File: src/rtl/psw_divider.sv
module psw_divider #(
  parameter int MW  = 11,
  parameter int SW  = 5,
  parameter int PSW = 5
) (
  input  logic          vco_clk,
  input  logic          run,
  input  logic [MW-1:0] main_div,
  input  logic [SW-1:0] swallow_div,
  output logic          fv_o,
  output logic          win_o
);
  localparam int PLEN = 1 << PSW;
  localparam int PCW  = PSW + 1;

  logic [PCW-1:0] pc;
  logic [SW-1:0]  s_rem;
  logic [MW-1:0]  m_rem;
  logic [PCW-1:0] post;
  logic           pre_q;
  logic           fv_q;

  wire swal       = s_rem != '0;
  wire last_main  = m_rem == MW'(1);
  wire pre_end    = pc == (swal ? PCW'(PLEN) : PCW'(PLEN - 1));
  wire period_end = pre_end && last_main;

  always_ff @(posedge vco_clk or negedge run) begin
    if (!run) begin
      pc    <= PCW'(PLEN - 1);
      s_rem <= '0;
      m_rem <= MW'(1);
      post  <= '0;
      pre_q <= 1'b0;
      fv_q  <= 1'b0;
    end else begin
      fv_q  <= period_end;
      pre_q <= last_main;
      if (fv_q)
        post <= PCW'(PLEN);
      else if (post != '0)
        post <= post - PCW'(1);
      if (pre_end) begin
        pc <= '0;
        if (last_main) begin
          m_rem <= main_div;
          s_rem <= swallow_div;
        end else begin
          m_rem <= m_rem - MW'(1);
          if (swal) s_rem <= s_rem - SW'(1);
        end
      end else begin
        pc <= pc + PCW'(1);
      end
    end
  end

  assign fv_o  = fv_q;
  assign win_o = pre_q | (post != '0);
endmodule

File: config.mk
export PLATFORM = sky130hd
export DESIGN_NAME = psw_divider
export DESIGN_NICKNAME = d
export VERILOG_FILES = /design/src/rtl/psw_divider.sv
export SDC_FILE = /design/constraint.sdc
export NUM_CORES = 1
export LEC_CHECK = 0
export CAP_MARGIN = 20
export CORE_ASPECT_RATIO = 0.9
export CORE_UTILIZATION = 25
export CTS_CLUSTER_SIZE = 28
export DETAILED_ROUTE_END_ITERATION = 8
export GPL_TIMING_DRIVEN = 0
export PLACE_DENSITY = 0.51
export SLEW_MARGIN = 10
export SYNTH_ARGS = -nofsm -noshare
export SYNTH_HDL_FRONTEND = slang
export SYNTH_SLANG_ARGS = --single-unit
File: constraint.sdc
create_clock -name vco_clk -period 2.8 [get_ports vco_clk]
set_clock_uncertainty 0.1 [all_clocks]
set_input_delay 0.56 -clock vco_clk [delete_from_list [all_inputs] [get_ports vco_clk]]
set_output_delay 0.56 -clock vco_clk [all_outputs]
set_load 0.05 [all_outputs]
# Yosys cells after proc, flatten, opt, wreduce, memory -nomap -nowiden

Cells that the tools add are included.

Register bits: 30
Bits of input ports: 18
Output and inout bits: 2
Word-level logic and storage cells: 26

Eq/ne operators: 2
Reductions and logical operators: 6
Multiplexer cells: 7
Bitwise logic cells: 1
$add $sub $neg: 4

Operator list:

| operator                | number |
|---|---|
| $mux W6                 | 4 |
| $eq A11 B1 Y1 const B   | 1 |
| $mux W11                | 1 |
| $sub A11 B1 Y11 const B | 1 |
| $mux W5                 | 2 |
| $add A6 B1 Y6 const B   | 1 |
| $eq A6 B6 Y1            | 1 |
| $reduce_bool A6 Y1      | 1 |
| $sub A6 B1 Y6 const B   | 1 |
| $reduce_bool A5 Y1      | 1 |
| $sub A5 B1 Y5 const B   | 1 |
| $reduce_bool A2 Y1      | 2 |
| $reduce_and A2 Y1       | 1 |
| $logic_and A1 B1 Y1     | 1 |
| $or A1 B1 Y1            | 1 |

# Longest topological paths before layout

Gate-level depths: netlist of run 1.

Word-level depth: 4
Depth in mapped cells: 8
Depth with buffers taken out: 7

# Worst setup path before layout of run 1

No wires, ideal clock.

Kind: register to register
Start: register s_rem[0]
End: register m_rem[6]
Setup time: 131 ps
Required time: 2569 ps
Buffers on the path: 2
Clock period less this slack: 2222 ps
Data arrival time: 1992 ps
Cell stages (with the launch flop): 9
Slack: 578 ps
Cell sequence: dfrtp_1 > inv_1 > ha_1 > or4b_4 > nor4_4 > or2_1 > buf_6 > buf_12 > a22oi_2

Longest elaborated chain between the ends: 3

Ends and longest elaborated chain:

| what                   | RTL line | text |
|---|---|---|
| start, declared        | 17       | `logic [SW-1:0] s_rem;` |
| start signal, assigned | 47       | `s_rem <= swallow_div;` |
| start signal, assigned | 50       | `if (swal) s_rem <= s_rem - SW'(1);` |
| $reduce_bool A5 Y1     | 23       | `wire swal = s_rem != '0;` |
| $mux W6                | 25       | `wire pre_end = pc == (swal ? PCW'(PLEN) : PCW'(PLEN - 1));` |
| $eq A6 B6 Y1           | 25       |  |
| end signal, assigned   | 46       | `m_rem <= main_div;` |
| end signal, assigned   | 49       | `m_rem <= m_rem - MW'(1);` |
| end, declared          | 18       | `logic [MW-1:0] m_rem;` |

Every way passes these cells.
A chain may end at the register's enable or synchronous reset.

# Worst setup path after layout of run 1

Start: register post[2]
End: output win_o

Longest elaborated chain between the ends: 2

Ends and longest elaborated chain:

| what                   | RTL line | text |
|---|---|---|
| start, declared        | 19       | `logic [PCW-1:0] post;` |
| start signal, assigned | 40       | `post <= PCW'(PLEN);` |
| start signal, assigned | 42       | `post <= post - PCW'(1);` |
| $reduce_bool A6 Y1     | 59       | `assign win_o = pre_q \| (post != '0);` |
| $or A1 B1 Y1           | 59       |  |
| end, declared          | 11       | `output logic win_o` |

Every way passes these cells.

==> reports/metrics.cfg, run 1 <==
[run_status]
status = completed

[power_and_ir_drop]
power_density_mw_per_mm2 = 377.2
peakVddDrop_mv = 0.1498
leakagePower_nw = 0.9109

[final_layout]
syn_to_final_growth_pct = 22.39
antenna_cells = 0
drive_above_1_share_pct = 15.82
stdcell_area_sq_mm = 0.002141
nets = 219

[worst_setup_path]
end_kind = output port
crit_fanout = 6
cp_data_required_time_ps = 2140
rr_startpoint = m_rem[0]$_DFFE_PN1N_
arrival_ps = 2000
critical_path_class = reg2out
start_kind = flop
crit_path_start = post[2]$_DFFE_PN0P_

[yosys]
syn_nets = 193
yosys_warnings = 0
async_flop_share_pct = 100.0
ys_seq_area_share_pct = 43.35
synth_cells = 169
yosysUniqueCellTypes = 48
synth_seq_cells = 30
syn-mean-instance-area_sq_um = 10.35
ys.flop_type = dfrtp_1
syn_area_sq_mm = 0.001749
synth-edff-count = 0

[timing]
hold_violations = 0
fin_tns_setup_ps = 0
finalSetupViolCount = 0
relSlewSlack_pct = 53.20
fin_crit_sh_pct = 95.04
setup_ws_ps = 138.8
layout_min_cycle_time_ps = 2661
grt_setup_unrepaired = no
fmax_mhz = 375.8
tightest_slew_ps = 702.1
slew_viol_final = 0

[clock_tree]
cts_buffer_depth = 2
cts_resized = 2
cts_setup_buffers = 0
cts-hold-fix-buffers = 0
clkLatencyLatePin_ps = 290
ctsRootBufferMaster = clkbuf_8
htreeDepth = 2
clkTransAtPathRegs_ps = 60
numCtsBuffers = 5
cts_tree = yes
cts.sinks = 30

[floorplanning]
core_sq_mm = 0.006656
die_w_um = 90.17
die_area_sq_mm = 0.007336
ioPinCount = 20
die_h_um = 81.36
initial_core_util_pct = 26.28
rows = 28

[routing]
ant_nets = 0
wl_per_cell_um = 14.41
postRouteWirelength_mm = 4.121
viasPerCell = 4.843
via_count = 1385
drc = 0
drt_iter0_markers = 80
drt-pass1-iter-count = 4

[grt]
track_usage_pct = 12.27
overflow = 0
grt_pass1_wl_mm = 6.837
grt_max_degree = 31
antenna_found_initial = 0
grt_pass1_vias = 1368

[placement]
place_hpwl_mm = 2.862
dp_slack_ps = -51.62
portBuffers = 19
place_area_sq_mm = 0.002047
routabilityCongestion = 0.7208

[job]
cap_violations = 0

[worst_hold_path]
hold_path.class = in2async

## per-stage QoR
step                hold WS (ps)  utilization (%)  std cells  total power, mW
CTS                        239.8            32.03        286           0.8226
finish                     223.1            32.16        286           0.8075
detailed placement         383.8            30.75        278           0.4758
global route               266.5            32.16        286           0.8429
floorplan                  164.4                -        169           0.4422
global placement           390.4            30.83        278           0.4772
## cells in the final DEF (no fill, tap or decap), types with 2 or more instances in the layout
| cell type | instances |
|---|---|
| inv_1 | 19 |
| o22a_1 | 3 |
| xnor2_1 | 5 |
| or3_1 | 3 |
| nor3_1 | 9 |
| ha_1 | 6 |
| dfstp_2 | 6 |
| a22oi_1 | 5 |
| o2bb2ai_1 | 7 |
| clkdlybuf4s50_1 | 17 |
| clkbuf_1 | 4 |
| nor4_4 | 2 |
| a32oi_1 | 2 |
| nand3_1 | 4 |
| o22ai_1 | 12 |
| buf_2 | 3 |
| xor2_1 | 2 |
| a211oi_1 | 2 |
| a2bb2oi_1 | 2 |
| dfrtp_1 | 24 |
| a21oi_1 | 2 |
| nand2_1 | 5 |
| mux2i_1 | 2 |
| a22oi_2 | 4 |
| o21ai_0 | 2 |
| nor2_1 | 14 |
| clkbuf_8 | 5 |
| buf_6 | 2 |
## synth_stat cells (all sizes together) (2+ instances only)
cell	n	area, sq um
a211oi	2	15.01
a21oi	3	18.77
a22oi	9	87.59
a2bb2oi	3	32.53
a32oi	2	17.52
buf	5	52.55
dfrtp	24	600.6
dfstp	6	157.7
ha	6	75.07
inv	19	71.32
mux2i	2	20.02
nand2	5	18.77
nand3	4	20.02
nor2	14	52.55
nor3	9	45.04
nor4	3	33.78
nor4b	3	47.54
o21ai	2	10.01
o22a	3	26.28
o22ai	12	75.07
o2bb2ai	7	61.31
or2	2	12.52
or3	3	18.77
or4	2	18.77
xnor2	5	43.79
xor2	2	17.52
## worst paths after layout
| check | endpoint | depth (start not counted) | slack, ps |
|---|---|---|---|
| worst max-delay path | win_o | 4 | 140 |
| worst min register to register | pc[3]$_DFF_PN1_ | 1 | 400 |
| worst min-delay path | s_rem[3]$_DFFE_PN0P_ | 1 | 220 |
| max in group asynchronous | post[5]$_DFFE_PN0P_ | 1 | 1930 |
| worst max register to register | m_rem[10]$_DFFE_PN0N_ | 7 | 280 |
| min in group vco_clk | pc[3]$_DFF_PN1_ | 1 | 400 |
## worst max-delay path: stages, from the launching register on
cell and delay, ps:
dfrtp_1 450, nor4_4 370, nand2_1 170, or2_2 300
dlygate4sd2_1 420
## state kept, by name, summed over array words and instances, names as in the netlist
register and cells:
m_rem 11, post 6, s_rem 5, pre_q 1, pc 6, fv_o 1
## metal layers
layer  GRT usage (%)  wire length, um  vias up
met1           16.86             2161      663
met4           4.355               60        0
met5               0                0        -
met3           4.120              215        7
met2           17.86             1682       34
li1                -                -      681
## kinds of logic after synthesis
family	share of synthesized area, %
AO/OA/AOI/OAI	23.11
XOR/XNOR	3.505
adder cells (fa/ha/maj)	4.292
buffers and inverters	7.296
flip-flops	43.35
multiplexers	1.145
AND/OR/NAND/NOR	17.31
## final cells by class
cell class / count / area, sq um
sequential: 30 / 758.2
buffer: 6 / 56.30
clock buffer: 8 / 80.08
timing repair buffer: 19 / 183.9
inverter: 19 / 71.32
multi-input combinational: 114 / 878.3
tap: 90 / 112.6
fill: 702 / 4516
## power breakdown
part | total (mW) | internal (mW) | switching [mW]
clock network | 0.340 | 0.176 | 0.164
registers | 0.434 | 0.434 | 0
logic | 0.0333 | 0.0204 | 0.0129
total | 0.808 | 0.631 | 0.177
Note: power is estimated with default switching activity, not from simulation.
==> inputs of run 2 (changes only) <==
--- a/config.mk
+++ b/config.mk
@@ -5,13 +5,14 @@
 export SDC_FILE = /design/constraint.sdc
 export NUM_CORES = 1
 export LEC_CHECK = 0
-export CAP_MARGIN = 20
+export CAP_MARGIN = 0
 export CORE_ASPECT_RATIO = 0.9
 export CORE_UTILIZATION = 25
 export CTS_CLUSTER_SIZE = 28
 export DETAILED_ROUTE_END_ITERATION = 8
 export GPL_TIMING_DRIVEN = 0
 export PLACE_DENSITY = 0.51
+export RECOVER_POWER = 25
 export SLEW_MARGIN = 10
 export SYNTH_ARGS = -nofsm -noshare
 export SYNTH_HDL_FRONTEND = slang
==> run 2 against run 1 <==
Via count did not move. Sequential share of layout area hardly changed. Final cell count is the same. The flow now finishes with violations (capacitance limit, slew limit). Largest cell class unchanged.
==> reports/metrics.cfg, run 2 (same netlist as run 1, synthesis figures left out) <==
[worst_hold_path]
hold_path.class = reg2reg  ; was in2async
hold-path-cell-count = 1

[final_layout]
instances_no_fill = 286  ; unchanged
largest_reg_flops = 11  ; unchanged
final_common_cell = dfrtp_1  ; unchanged
antenna_cells = 0  ; unchanged
nets = 219  ; unchanged
reg_top3 = m_rem x11, pc x6, post x6  ; unchanged
final_cell_mix = dfrtp_1 (24), inv_1 (19), clkdlybuf4s50_1 (17)  ; unchanged
drive_above_1_share_pct = 15.31  ; was 15.82%
syn_to_final_growth_pct = 22.32  ; was 22.39%
stdcell_area_sq_mm = 0.002140  ; was 0.002141 sq mm
top_register = m_rem  ; unchanged

[routing]
ant_nets = 0  ; unchanged
wl_per_cell_um = 14.40  ; was 14.41 um
via_count = 1385  ; unchanged
viasPerCell = 4.843  ; unchanged
drt-pass1-iter-count = 4  ; unchanged
drt_iter0_markers = 80  ; unchanged
drc = 0  ; unchanged
postRouteWirelength_mm = 4.119  ; was 4.121 mm

[power_and_ir_drop]
combPwrFrac_pct = 4.1  ; about the same
p_seq_share_pct = 53.8  ; was 53.7%
internal_power_mw = 0.6304  ; was 0.6307 mW
power_switching_share_pct = 21.91  ; was 21.90%
switchingPower_mw = 0.1768  ; about the same
power_density_mw_per_mm2 = 377.3  ; was 377.2 mW/mm^2
leakagePower_nw = 0.9082  ; was 0.9109 nW
total_power_mw = 0.8073  ; was 0.8075 mW
clockPowerShare_pct = 42.2  ; was 42.1%
peakVddDrop_mv = 0.1498  ; about the same

[floorplanning]
core_sq_mm = 0.006656  ; unchanged
ioPinCount = 20  ; unchanged
die_area_sq_mm = 0.007336  ; unchanged
initial_core_util_pct = 26.28  ; unchanged
die_w_um = 90.17  ; unchanged
rows = 28  ; unchanged
die_h_um = 81.36  ; unchanged

[timing]
fin_crit_sh_pct = 95.04  ; unchanged
hold_violations = 0  ; unchanged
relSlewSlack_pct = -11.80  ; was 53.20%
layout_min_cycle_time_ps = 2661  ; unchanged
grt_setup_unrepaired = no  ; unchanged
slew_viol_final = 31  ; was 0
tightest_slew_ps = 1677  ; was 702.1 ps
fmax_mhz = 375.8  ; unchanged
finalSetupViolCount = 0  ; unchanged

[grt]
grt_pass1_vias = 1368  ; unchanged
grt_pass1_wl_mm = 6.837  ; unchanged
grt_max_degree = 31  ; unchanged
track_usage_pct = 12.27  ; unchanged
antenna_found_initial = 0  ; unchanged
overflow = 0  ; unchanged

[clock_tree]
clkTransAtPathRegs_ps = 60  ; about the same
clkLatencyLatePin_ps = 290  ; about the same
numCtsBuffers = 5  ; unchanged
cts-hold-fix-buffers = 0  ; unchanged
cts_tree = yes  ; unchanged
cts_setup_buffers = 0  ; unchanged
htreeDepth = 2  ; unchanged
cts.sinks = 30  ; unchanged
cts_buffer_depth = 2  ; unchanged
ctsRootBufferMaster = clkbuf_8  ; unchanged

[placement]
routabilityCongestion = 0.7208  ; unchanged
place_hpwl_mm = 2.862  ; unchanged
portBuffers = 19  ; unchanged
place_inst = 278  ; unchanged
place_area_sq_mm = 0.002047  ; unchanged

[worst_setup_path]
critical_path_class = reg2out  ; unchanged
start_kind = flop  ; unchanged
cp_data_required_time_ps = 2140  ; about the same
rr_worst_depth = 7  ; unchanged
arrival_ps = 2000  ; about the same
crit_fanout = 6  ; unchanged
end_kind = output port  ; unchanged

[job]
cap_violations = 1  ; was 0

[run_status]
status = complete, but fails checks  ; was completed
violations = capacitance limit, slew limit

==> run 2: cell types whose count changed in the layout (fill, tap and decap cells not counted) <==
| cell | previous run | this run |
|---|---|---|
| buf_2 | 3 | 2 |
| clkbuf_1 | 4 | 5 |
==> run 2: cell type report <==
| cell class | instances | area (sq um) |
|---|---|---|
| multi-input cells | 114 | 878.3 |
| flip-flops and latches | 30 | 758.2 |
| well taps | 90 | 112.6 |
| repair buffers | 19 | 182.7 |
| clock buffers | 8 | 80.08 |
| inverters | 19 | 71.32 |
| plain buffers | 6 | 56.30 |
| fillers | 703 | 4517 |
==> run 2: final timing paths <==
kind / startpoint / slack (ps) / end
max: post[2]$_DFFE_PN0P_ / 140 / win_o
min: pc[3]$_DFF_PN1_ / 400 / pc[3]$_DFF_PN1_
max reg2reg: m_rem[0]$_DFFE_PN1N_ / 280 / m_rem[10]$_DFFE_PN0N_
min reg2reg: pc[3]$_DFF_PN1_ / 400 / pc[3]$_DFF_PN1_
max in group asynchronous: run / 1030 / post[5]$_DFFE_PN0P_
min in group asynchronous: run / 610 / s_rem[3]$_DFFE_PN0P_
==> run 2: metal layers <==
metal	GRT usage [%]	part of all wire, %	vias up	wire, um
met5	0	0	-	0
met4	4.355	1.5	0	60
met3	4.120	5.2	7	214
met2	17.86	41	34	1682
met1	16.86	52	663	2161
li1	-	-	681	-
==> run 2: timing repair <==
item	in CTS	in global routing
gates resized for setup	2	1
endpoints found under the setup margin	1	1
gates cloned	0	0
==> run 2: stage by stage <==
| step | hold WS, ps | util (%) | setup WS (ps) | TNS (ps) |
|---|---|---|---|---|
| final | 404.7 | 32.14 | 138.8 | 0 |
| after global routing | 420.8 | 32.14 | 60.45 | 0 |
| after CTS | 239.8 | 32.03 | 62.27 | 0 |
| after detailed placement | 383.8 | 30.75 | -51.62 | -51.62 |
| after global placement | 390.4 | 30.83 | -32.17 | -32.17 |
| after floorplan | 164.4 | - | 577.5 | 0 |
==> run 2: power by group through the flow <==
| stage | clock network (mW) | logic (mW) | registers (mW) |
|---|---|---|---|
| final | 0.340 | 0.0330 | 0.434 |
| after global routing | 0.373 | 0.0362 | 0.434 |
| after CTS | 0.354 | 0.0345 | 0.434 |
| after detailed placement | 0 | 0.0343 | 0.442 |
| after global placement | 0 | 0.0356 | 0.442 |
| after floorplan | 0 | 0.000523 | 0.442 |
==> run 2: critical path: stages (launching register included) <==
cell,delay [ps]
dfrtp_1,450
nor4_4,370
nand2_1,170
or2_2,300
dlygate4sd2_1,420
